File: src/rtl/tms_pkg.sv
package tms_pkg;

  localparam int COORD_W = 11;                 // texel coordinate bits (2048)
  localparam int DIM_W   = 13;                 // region size bits (up to 4096)
  localparam int LOG_W   = 4;                  // log2 of a region size
  localparam int PAGE_X  = 1 << COORD_W;       // sheet width
  localparam int PAGE_H  = PAGE_X / 2;         // height of one page
  localparam int MIN_LOG = 3;                  // chain stops at size 8

  localparam logic [3:0] MODE_FULL = 4'd0;
  localparam logic [3:0] MODE_BASE = 4'd1;
  localparam logic [3:0] MODE_MIPS = 4'd2;

  typedef enum logic [1:0] {
    ST_IDLE = 2'd0,
    ST_BASE = 2'd1,
    ST_MIP  = 2'd2,
    ST_FIN  = 2'd3
  } tms_state_e;

  typedef struct packed {
    logic [5:0]       col;
    logic [4:0]       row;
    logic             page;
    logic             wide;
    logic [LOG_W-1:0] lw;
    logic [LOG_W-1:0] lh;
    logic [3:0]       mode;
  } tms_hdr_t;

  // corner column of mip level n
  function automatic logic [COORD_W-1:0] mip_corner_x(input logic [LOG_W-1:0] n);
    return COORD_W'(PAGE_X - ((PAGE_X / 2) >> n));
  endfunction

  // corner row of mip level n within a page
  function automatic logic [COORD_W-1:0] mip_corner_y(input logic [LOG_W-1:0] n);
    if (n >= LOG_W'(10)) return '0;
    return COORD_W'(PAGE_H - ((PAGE_H / 2) >> n));
  endfunction

endpackage

File: src/rtl/tms_hdr_decode.sv
module tms_hdr_decode
  import tms_pkg::*;
(
  input  logic [31:0] hdr,
  output tms_hdr_t    fld
);

  logic unused_hdr_bits;
  assign unused_hdr_bits = ^{hdr[31:28], hdr[22:21], hdr[13:12], hdr[6]};

  always_comb begin
    fld.col  = hdr[5:0];
    fld.row  = hdr[11:7];
    fld.page = hdr[20];
    fld.wide = hdr[23];
    fld.lw   = LOG_W'(5) + LOG_W'(hdr[16:14]);
    fld.lh   = LOG_W'(5) + LOG_W'(hdr[19:17]);
    fld.mode = hdr[27:24];
  end

endmodule

File: src/rtl/tms_level_place.sv
module tms_level_place
  import tms_pkg::*;
(
  input  logic [5:0]         col,
  input  logic [4:0]         row,
  input  logic               page,
  input  logic               is_mip,
  input  logic [LOG_W-1:0]   lvl,
  output logic [COORD_W-1:0] x,
  output logic [COORD_W-1:0] y
);

  logic [COORD_W-1:0] base_x, base_row, page_off;
  logic [LOG_W-1:0]   sh;

  always_comb begin
    base_x   = COORD_W'({col, 5'b0});
    base_row = COORD_W'({row, 5'b0});
    page_off = page ? COORD_W'(PAGE_H) : '0;
    sh       = lvl + LOG_W'(1);
    if (is_mip) begin
      x = mip_corner_x(lvl) + (base_x >> sh);
      y = mip_corner_y(lvl) + (base_row >> sh) + page_off;
    end else begin
      x = base_x;
      y = base_row + page_off;
    end
  end

endmodule

File: src/rtl/tex_mip_seq.sv
module tex_mip_seq
  import tms_pkg::*;
#(
  parameter int OFF_W = 26
) (
  input  logic               clk,
  input  logic               rst_n,
  input  logic               start,
  input  logic [31:0]        header,
  input  logic               cmd_ready,
  output logic               cmd_valid,
  output logic [COORD_W-1:0] cmd_x,
  output logic [COORD_W-1:0] cmd_y,
  output logic [DIM_W-1:0]   cmd_w,
  output logic [DIM_W-1:0]   cmd_h,
  output logic [OFF_W-1:0]   cmd_off,
  output logic               done
);

  localparam int SH_W = LOG_W + 1;

  // reset: asserted asynchronously, released on the clock
  logic [1:0] rs_q;
  logic       rst_core_n;
  always_ff @(posedge clk or negedge rst_n) begin
    if (!rst_n) rs_q <= 2'b00;
    else        rs_q <= {rs_q[0], 1'b1};
  end
  assign rst_core_n = rs_q[1];

  tms_hdr_t dec;
  tms_hdr_decode u_dec (.hdr(header), .fld(dec));

  tms_state_e       st_q, st_d;
  logic [5:0]       col_q, col_d;
  logic [4:0]       row_q, row_d;
  logic             page_q, page_d, wide_q, wide_d;
  logic [3:0]       mode_q, mode_d;
  logic [LOG_W-1:0] lvl_q, lvl_d, lw_q, lw_d, lh_q, lh_d;
  logic [OFF_W-1:0] off_q, off_d;
  logic             ld_en, fire;

  function automatic logic [OFF_W-1:0] level_bytes(input logic [LOG_W-1:0] lw,
                                                   input logic [LOG_W-1:0] lh,
                                                   input logic wide);
    logic [SH_W-1:0] sh;
    sh = SH_W'(lw) + SH_W'(lh) + SH_W'(wide);
    return OFF_W'(1) << sh;
  endfunction

  assign cmd_valid = (st_q == ST_BASE) || (st_q == ST_MIP);
  assign done      = (st_q == ST_FIN);
  assign fire      = cmd_valid && cmd_ready;

  always_comb begin
    st_d   = st_q;
    col_d  = col_q;  row_d  = row_q;  page_d = page_q;
    wide_d = wide_q; mode_d = mode_q;
    lvl_d  = lvl_q;  lw_d   = lw_q;   lh_d   = lh_q;
    off_d  = off_q;
    ld_en  = 1'b0;
    unique case (st_q)
      ST_IDLE: if (start) begin
        ld_en  = 1'b1;
        col_d  = dec.col;  row_d  = dec.row;  page_d = dec.page;
        wide_d = dec.wide; mode_d = dec.mode;
        lvl_d  = '0;
        lw_d   = dec.lw;
        lh_d   = dec.lh;
        off_d  = '0;
        case (dec.mode)
          MODE_FULL, MODE_BASE: st_d = ST_BASE;
          MODE_MIPS: begin
            st_d  = ST_MIP;
            lw_d  = dec.lw - LOG_W'(1);
            lh_d  = dec.lh - LOG_W'(1);
            off_d = level_bytes(dec.lw, dec.lh, dec.wide);
          end
          default: st_d = ST_FIN;
        endcase
      end
      ST_BASE: if (fire) begin
        ld_en = 1'b1;
        if (mode_q == MODE_BASE) begin
          st_d = ST_FIN;
        end else begin
          st_d  = ST_MIP;
          lw_d  = lw_q - LOG_W'(1);
          lh_d  = lh_q - LOG_W'(1);
          off_d = off_q + level_bytes(lw_q, lh_q, wide_q);
        end
      end
      ST_MIP: if (fire) begin
        ld_en = 1'b1;
        if (lw_q > LOG_W'(MIN_LOG) && lh_q > LOG_W'(MIN_LOG)) begin
          lvl_d = lvl_q + LOG_W'(1);
          lw_d  = lw_q - LOG_W'(1);
          lh_d  = lh_q - LOG_W'(1);
          off_d = off_q + level_bytes(lw_q, lh_q, wide_q);
        end else begin
          st_d = ST_FIN;
        end
      end
      ST_FIN: begin
        ld_en = 1'b1;
        st_d  = ST_IDLE;
      end
      default: st_d = ST_IDLE;
    endcase
  end

  always_ff @(posedge clk or negedge rst_core_n) begin
    if (!rst_core_n) begin
      st_q <= ST_IDLE;
    end else begin
      st_q <= st_d;
    end
  end

  always_ff @(posedge clk or negedge rst_core_n) begin
    if (!rst_core_n) begin
      col_q  <= '0; row_q <= '0; page_q <= 1'b0; wide_q <= 1'b0;
      mode_q <= '0; lvl_q <= '0; lw_q   <= '0;   lh_q   <= '0;
      off_q  <= '0;
    end else if (ld_en) begin
      col_q  <= col_d;  row_q <= row_d; page_q <= page_d; wide_q <= wide_d;
      mode_q <= mode_d; lvl_q <= lvl_d; lw_q   <= lw_d;   lh_q   <= lh_d;
      off_q  <= off_d;
    end
  end

  tms_level_place u_place (
    .col    (col_q),
    .row    (row_q),
    .page   (page_q),
    .is_mip (st_q == ST_MIP),
    .lvl    (lvl_q),
    .x      (cmd_x),
    .y      (cmd_y)
  );

  assign cmd_w   = DIM_W'(1) << lw_q;
  assign cmd_h   = DIM_W'(1) << lh_q;
  assign cmd_off = off_q;

endmodule

File: config.mk
export PLATFORM = sky130hd
export DESIGN_NAME = tex_mip_seq
export DESIGN_NICKNAME = d
export VERILOG_FILES = /design/src/rtl/tms_pkg.sv /design/src/rtl/tms_hdr_decode.sv /design/src/rtl/tms_level_place.sv /design/src/rtl/tex_mip_seq.sv
export SDC_FILE = /design/constraint.sdc
export NUM_CORES = 1
export LEC_CHECK = 0
export ABC_AREA = 1
export BUFFER_PORTS_ARGS = -buffer_cell sky130_fd_sc_hd__buf_2
export CORE_MARGIN = 5
export CORE_UTILIZATION = 30
export DETAILED_ROUTE_END_ITERATION = 8
export GPL_ROUTABILITY_DRIVEN = 0
export SLEW_MARGIN = 5
export SYNTH_ARGS = -nofsm -noshare
export SYNTH_HDL_FRONTEND = slang
export SYNTH_SLANG_ARGS = --single-unit
File: constraint.sdc
create_clock -name clk -period 7.9 [get_ports clk]
set_clock_uncertainty 0.05 [all_clocks]
set_input_delay 0.395 -clock clk [delete_from_list [all_inputs] [get_ports clk]]
set_output_delay 0.395 -clock clk [all_outputs]
set_load 0.02 [all_outputs]
Yosys cells after proc, flatten, opt, wreduce, memory -nomap -nowiden
Index checks and enable logic that the tools add are counted.
{ "op_classes": {"order_cmp": 3, "eq_ne": 12, "n_addsub": 18, "mux": 43, "n_shift": 8, "reduce_logical": 13} }
{ "ops": {"columns": ["cell", "count"], "rows": [
  ["26-bit 2-to-1 mux", 6],
  ["26-bit case mux with 3 select lines", 1],
  ["11-bit 2-to-1 mux", 6],
  ["4-bit 2-to-1 mux", 15],
  ["1-bit by 5-bit left shift with 26-bit output (first input constant)", 2],
  ["11-bit adder", 3],
  ["26-bit adder", 1],
  ["1-bit by 4-bit left shift with 13-bit output (first input constant)", 2],
  ["4-bit case mux with 3 select lines", 2],
  ["4-bit by 1-bit subtractor with 4-bit output (second input constant)", 4],
  ["2-bit inequality test (second input constant)", 6],
  ["10-bit by 11-bit adder with 11-bit output", 1],
  ["10-bit by 4-bit right shift with 11-bit output", 1],
  ["10-bit by 4-bit right shift with 11-bit output (first input constant)", 1],
  ["11-bit by 4-bit right shift with 11-bit output", 1],
  ["11-bit by 4-bit right shift with 11-bit output (first input constant)", 1],
  ["1-bit by 11-bit subtractor with 11-bit output (first input constant)", 1],
  ["11-bit subtractor (first input constant)", 1],
  ["4-bit by 4-bit adder with 5-bit output", 2],
  ["5-bit by 1-bit adder with 5-bit output", 2],
  ["3-bit by 3-bit adder with 4-bit output (first input constant)", 2],
  ["4-bit by 1-bit equality test with 1-bit output (second input constant)", 2],
  ["4-bit by 2-bit greater-than comparator with 1-bit output (second input constant)", 2],
  ["2-bit 2-to-1 mux", 4],
  ["other kinds (21)", 28]
]} }
{ "totals": {"ff_bits": 59, "output_inout_bits": 76, "in_bits": 36, "elab_cells": 108} }

Longest topological paths before layout
{ "logic_depth": {"ltp_word": 8, "mapped_depth": 23} }

Cells and area by module
Synthesis repeated with hierarchy kept, for this count alone.
{ "unflattened": {"hier_cells": 1268, "hier_area_um2": 7975.1} }
{ "by_module_without_submodules": {"columns": ["module", "area_each_um2", "cells_each", "n_inst"], "rows": [
  ["tex_mip_seq", 5654.2, 862, 1],
  ["tms_level_place", 2108.3, 371, 1],
  ["tms_hdr_decode", 212.7, 35, 1]
]} }

Worst setup path before layout
Ideal clock, no wire load.
{ "synth_timing": {"kind": "register -> output", "start": "reg lvl_q[0]", "end": "out cmd_y[7]", "path_buffers": 2, "setup_slack_ns": 3.740, "t_required_ns": 7.455, "t_arrival_ns": 3.715, "stages_incl_launch_ff": 18, "path_cell_list": "dfrtp_1 -> buf_2 -> clkinv_1 -> ha_1 -> clkinv_1 -> clkbuf_1 -> nand2_1 -> o22ai_1 -> ha_1 -> ha_1 -> fa_1 -> nand2_1 -> inv_1 -> o21ai_0 -> nand2_1 -> a31oi_1 -> xor2_1 -> o21ai_0"} }
{ "synth_between": {"elab_chain_cells": 8, "word_cells_on_any_way": 12} }
{ "synth_rtl": {"columns": ["item", "line", "text"], "rows": [
  ["start, declared", "tex_mip_seq.sv:39", "logic [LOG_W-1:0] lvl_q, lvl_d, lw_q, lw_d, lh_q, lh_d;"],
  ["start signal, assigned", "tex_mip_seq.sv:127", "mode_q <= mode_d; lvl_q <= lvl_d; lw_q <= lw_d; lh_q <= lh_d;"],
  ["branches (longest 5 deep; another with 11-bit subtractor)", null, null],
  ["11-bit adder * (2 in a row)", "tms_level_place.sv:23", "y = mip_corner_y(lvl) + (base_row >> sh) + page_off;"],
  ["11-bit 2-to-1 mux *", "tms_level_place.sv:21", "if (is_mip) begin"],
  ["end, declared", "tex_mip_seq.sv:13", "output logic [COORD_W-1:0] cmd_y,"]
]} }
Every way passes the cells marked *. The select of a mux whose other input is x is not followed.

Worst setup path in the final report
{ "layout_timing": {"start": "reg lvl_q[0]", "end": "out cmd_y[8]"} }
The elaborated chain is that of the path after synthesis.

==> run_results.csv <==
group,metric,value,unit
die,core,24300,um2
cells_and_area,fillCellCount,2659,
drt,drtIter0Drc,498,
synthesis,ys_async_sr_fraction,1.00,
die,die_h,167,um
cells_and_area,layout_commonest_cell,"nand2_1",
cells_and_area,nNetsFinal,1390,
timing,period_needed,5.35,ns
critical_path,crit_chain,"clkinv_1 > ha_1 > clkinv_1 > nor2_1 > inv_1 > o22ai_1 > ha_1 > ha_1 > nand2_1 > o21a_1 > o21ai_0 > nand2_1 > nand2_1 > nand2_1 > a31oi_1 > buf_2",
synthesis,syn_nets,1296,
drt,drc_errors,0,
critical_path,crit_type,"reg -> out",
timing,worst_slew_pin_slew,0.850,ns
synthesis,yosys_most_used_dff,"dfrtp_1",
timing,setup_viol_count_final,0,
synthesis,yosys_warnings,0,
synthesis,ys_seq_area_frac,0.200,
grt,antenna_found_initial,0,
synthesis,ys_ff_latch,59,
critical_path,crit_family,"buffers and inverters",
synthesis,synth_cells,1168,
drt,drtAntennaViolNets,0,
cells_and_area,n_antenna_cell,0,
cells_and_area,drive_above_1_share,0.125,
clock_tree,cts_setup_buffers,0,
timing,fin_crit_sh,0.678,
grt,grt-ovfl-total,0,
clock_tree,cts_sinks,59,
critical_path,reg2reg_to,"cmd_off[16]",
run_status,status,"finished clean",
clock_tree,cts_buffers,9,
critical_path,cp.required,7.46,ns
critical_path,cp_slowest_cell,"dfrtp_1",
grt,grt_max_degree,45,
synthesis,synth.distinct_cells,52,
drt,routed_via_density,4.90,
synthesis,synth-simple-area-share,0.318,
timing,rsz0062_at_grt,"no",
critical_path,crit_start,"lvl_q[0]",
critical_path,crit_buf_inv,4,
clock_tree,clk_latency,0.34,ns
clock_tree,h-tree-depth,3,
die,row_count,57,
drt,routedWlPerCell,14.3,um
clock_tree,max-clock-path-buffers,2,
synthesis,synth_edf_count,0,
clock_tree,tritoncts,"built",
drt,vias,7791,
synthesis,yosys.area_share.xor_xnor,0.0282,
clock_tree,ctsRootBufferMaster,"clkbuf_16",
synthesis,syn_area,7400,um2
grt,grt_pass1_wl,37700,um
clock_tree,path_clk_slew,0.06,ns
cells_and_area,area_delta_synth_final,15.3,%
clock_tree,cts.repair.resized,0,
placement,port_buffers,102,
job,drv_cap,0,
timing,report.final.slew_viol_count,0,
critical_path,cp_data_arrival_time,4.91,ns
grt,grt_pass1_vias,7586,
critical_path,rr_worst_depth,18,
timing,hold_viol,0,
cells_and_area,seq_area,1480,um2
critical_path,cpPeakStageDelay,0.73,ns
synthesis,yosys-mux-area-fraction,0.0194,
critical_path,start_kind,"flip-flop",
cells_and_area,layout_common_cells,"nand2_1, nor2_1, inv_1, a21oi_1, buf_2",
critical_path,crit_top_cell,"nand2_1",
worst_hold_path,hp-class,"reg -> async",
drt,drtPass1Iterations,5,
critical_path,cp_max_fo,20,
timing,hold_ws,0.164,ns
critical_path,r2r-start,"lw_q[2]",
critical_path,r2r_setup_slack,4.16,ns
timing,fin_setup_tns,0,ns
synthesis,syn_area_per_cell,6.33,um2
die,die_width,167,um
die,die_area,27900,um2
die,ioPinCount,112,
drt,drt-total-wl,22800,um
synthesis,synth_top_family_by_area,"simple AND/OR/NAND/NOR gates",
critical_path,endpoint_kind,"primary output",
grt,grt_usage,0.164,
timing,max_freq,187,MHz
placement,hpwl,18500,um
die,initial_core_util,0.304,
cells_and_area,multi_input_area,5170,um2
synthesis,synth_fa_ha_area_frac,0.163,
clock_tree,ctsHoldBuffers,1,
synthesis,synth_compound_area_frac,0.169,
timing,slew_headroom,0.432,
-- routing by layer --
layer  up-vias  global-route usage  part of all wire
li1       4024                   -                 -
met1      3547               0.221              0.48
met2       191               0.272              0.45
met3        29              0.0265             0.051
met4         0              0.0438             0.017
met5         -                   0                 0
-- final cells by class --
class / instances / share of cell area
tap: 324 / 0.0475
clock inverter: 7 / 0.00983
sequential: 59 / 0.173
clock buffer: 9 / 0.0264
multi-input combinational: 919 / 0.606
inverter: 167 / 0.0736
timing repair buffer: 106 / 0.0637
-- worst register-to-register path: stages, from the launching register on --
cell and delay [ns]:
dfrtp_1 0.45, ha_1 0.38, a21oi_1 0.20, nand3_1 0.09, nand2_1 0.32, inv_1 0.12, nand2_1 0.23, nor2_1 0.11
ha_1 0.25, fa_1 0.42, nand2_1 0.09, nand2_1 0.10, nand3_1 0.11, nand2_1 0.12, nand2_1 0.09, nand2_1 0.10
a21oi_1 0.13, o21ai_0 0.10, a21oi_1 0.19
-- cells in the mapped netlist (all sizes together), types with 3 or more instances --
cell type	number	share of area
nand2	262	0.13
nor2	170	0.088
inv	164	0.083
a21oi	103	0.070
nand3	87	0.063
ha	85	0.14
o21ai	80	0.054
dfrtp	59	0.20
nor3	20	0.014
xor2	19	0.024
o22ai	15	0.014
a31oi	14	0.013
clkbuf	12	0.0061
buf	11	0.011
mux2	11	0.017
nand4	9	0.0076
fa	7	0.019
o21bai	5	0.0051
nand3b	4	0.0041
or2	4	0.0034
xnor2	4	0.0047
a21o	3	0.0030
and2	3	0.0025
clkinv	3	0.0017
-- worst max-delay path by stage --
| stage | endpoint | cells after the start | slack (ns) |
|---|---|---|---|
| final | cmd_y[8] | 16 | 2.55 |
| after global routing | cmd_y[9] | 18 | 1.97 |
| after CTS | cmd_y[8] | 16 | 2.55 |
| after detailed placement | cmd_y[8] | 16 | 2.94 |
| after global placement | cmd_y[8] | 16 | 2.95 |
| after floorplan | cmd_y[7] | 17 | 3.74 |
-- kinds of logic after synthesis --
logic type / Yosys count
AND/OR/NAND/NOR: 560
other: 1
flip-flops: 59
adder cells (fa/ha/maj): 92
AO/OA/AOI/OAI: 230
buffers and inverters: 190
XOR/XNOR: 23
multiplexers: 13
-- per-stage QoR --
stage | util | worst slack [ns] | cells | instance area, um2
3_5_place_dp | 0.338 | 2.94 | 1574 | 8210
6_report | 0.351 | 2.55 | 1591 | 8530
2_1_floorplan | - | 3.74 | 1168 | 7400
4_1_cts | 0.351 | 2.55 | 1591 | 8530
5_1_grt | 0.351 | 1.97 | 1591 | 8530
3_3_place_gp | 0.338 | 2.95 | 1574 | 8210
-- registers in the layout, summed over array words and instances (netlist names) --
register	flops
cmd_off	26
col_q	6
lh_q	4
lvl_q	4
lw_q	4
mode_q	4
page_q	1
row_q	5
rs_q	2
st_q	2
wide_q	1
Power is not shown: default switching activity piles up to over one toggle a cycle in this logic, so the estimate is an artifact.
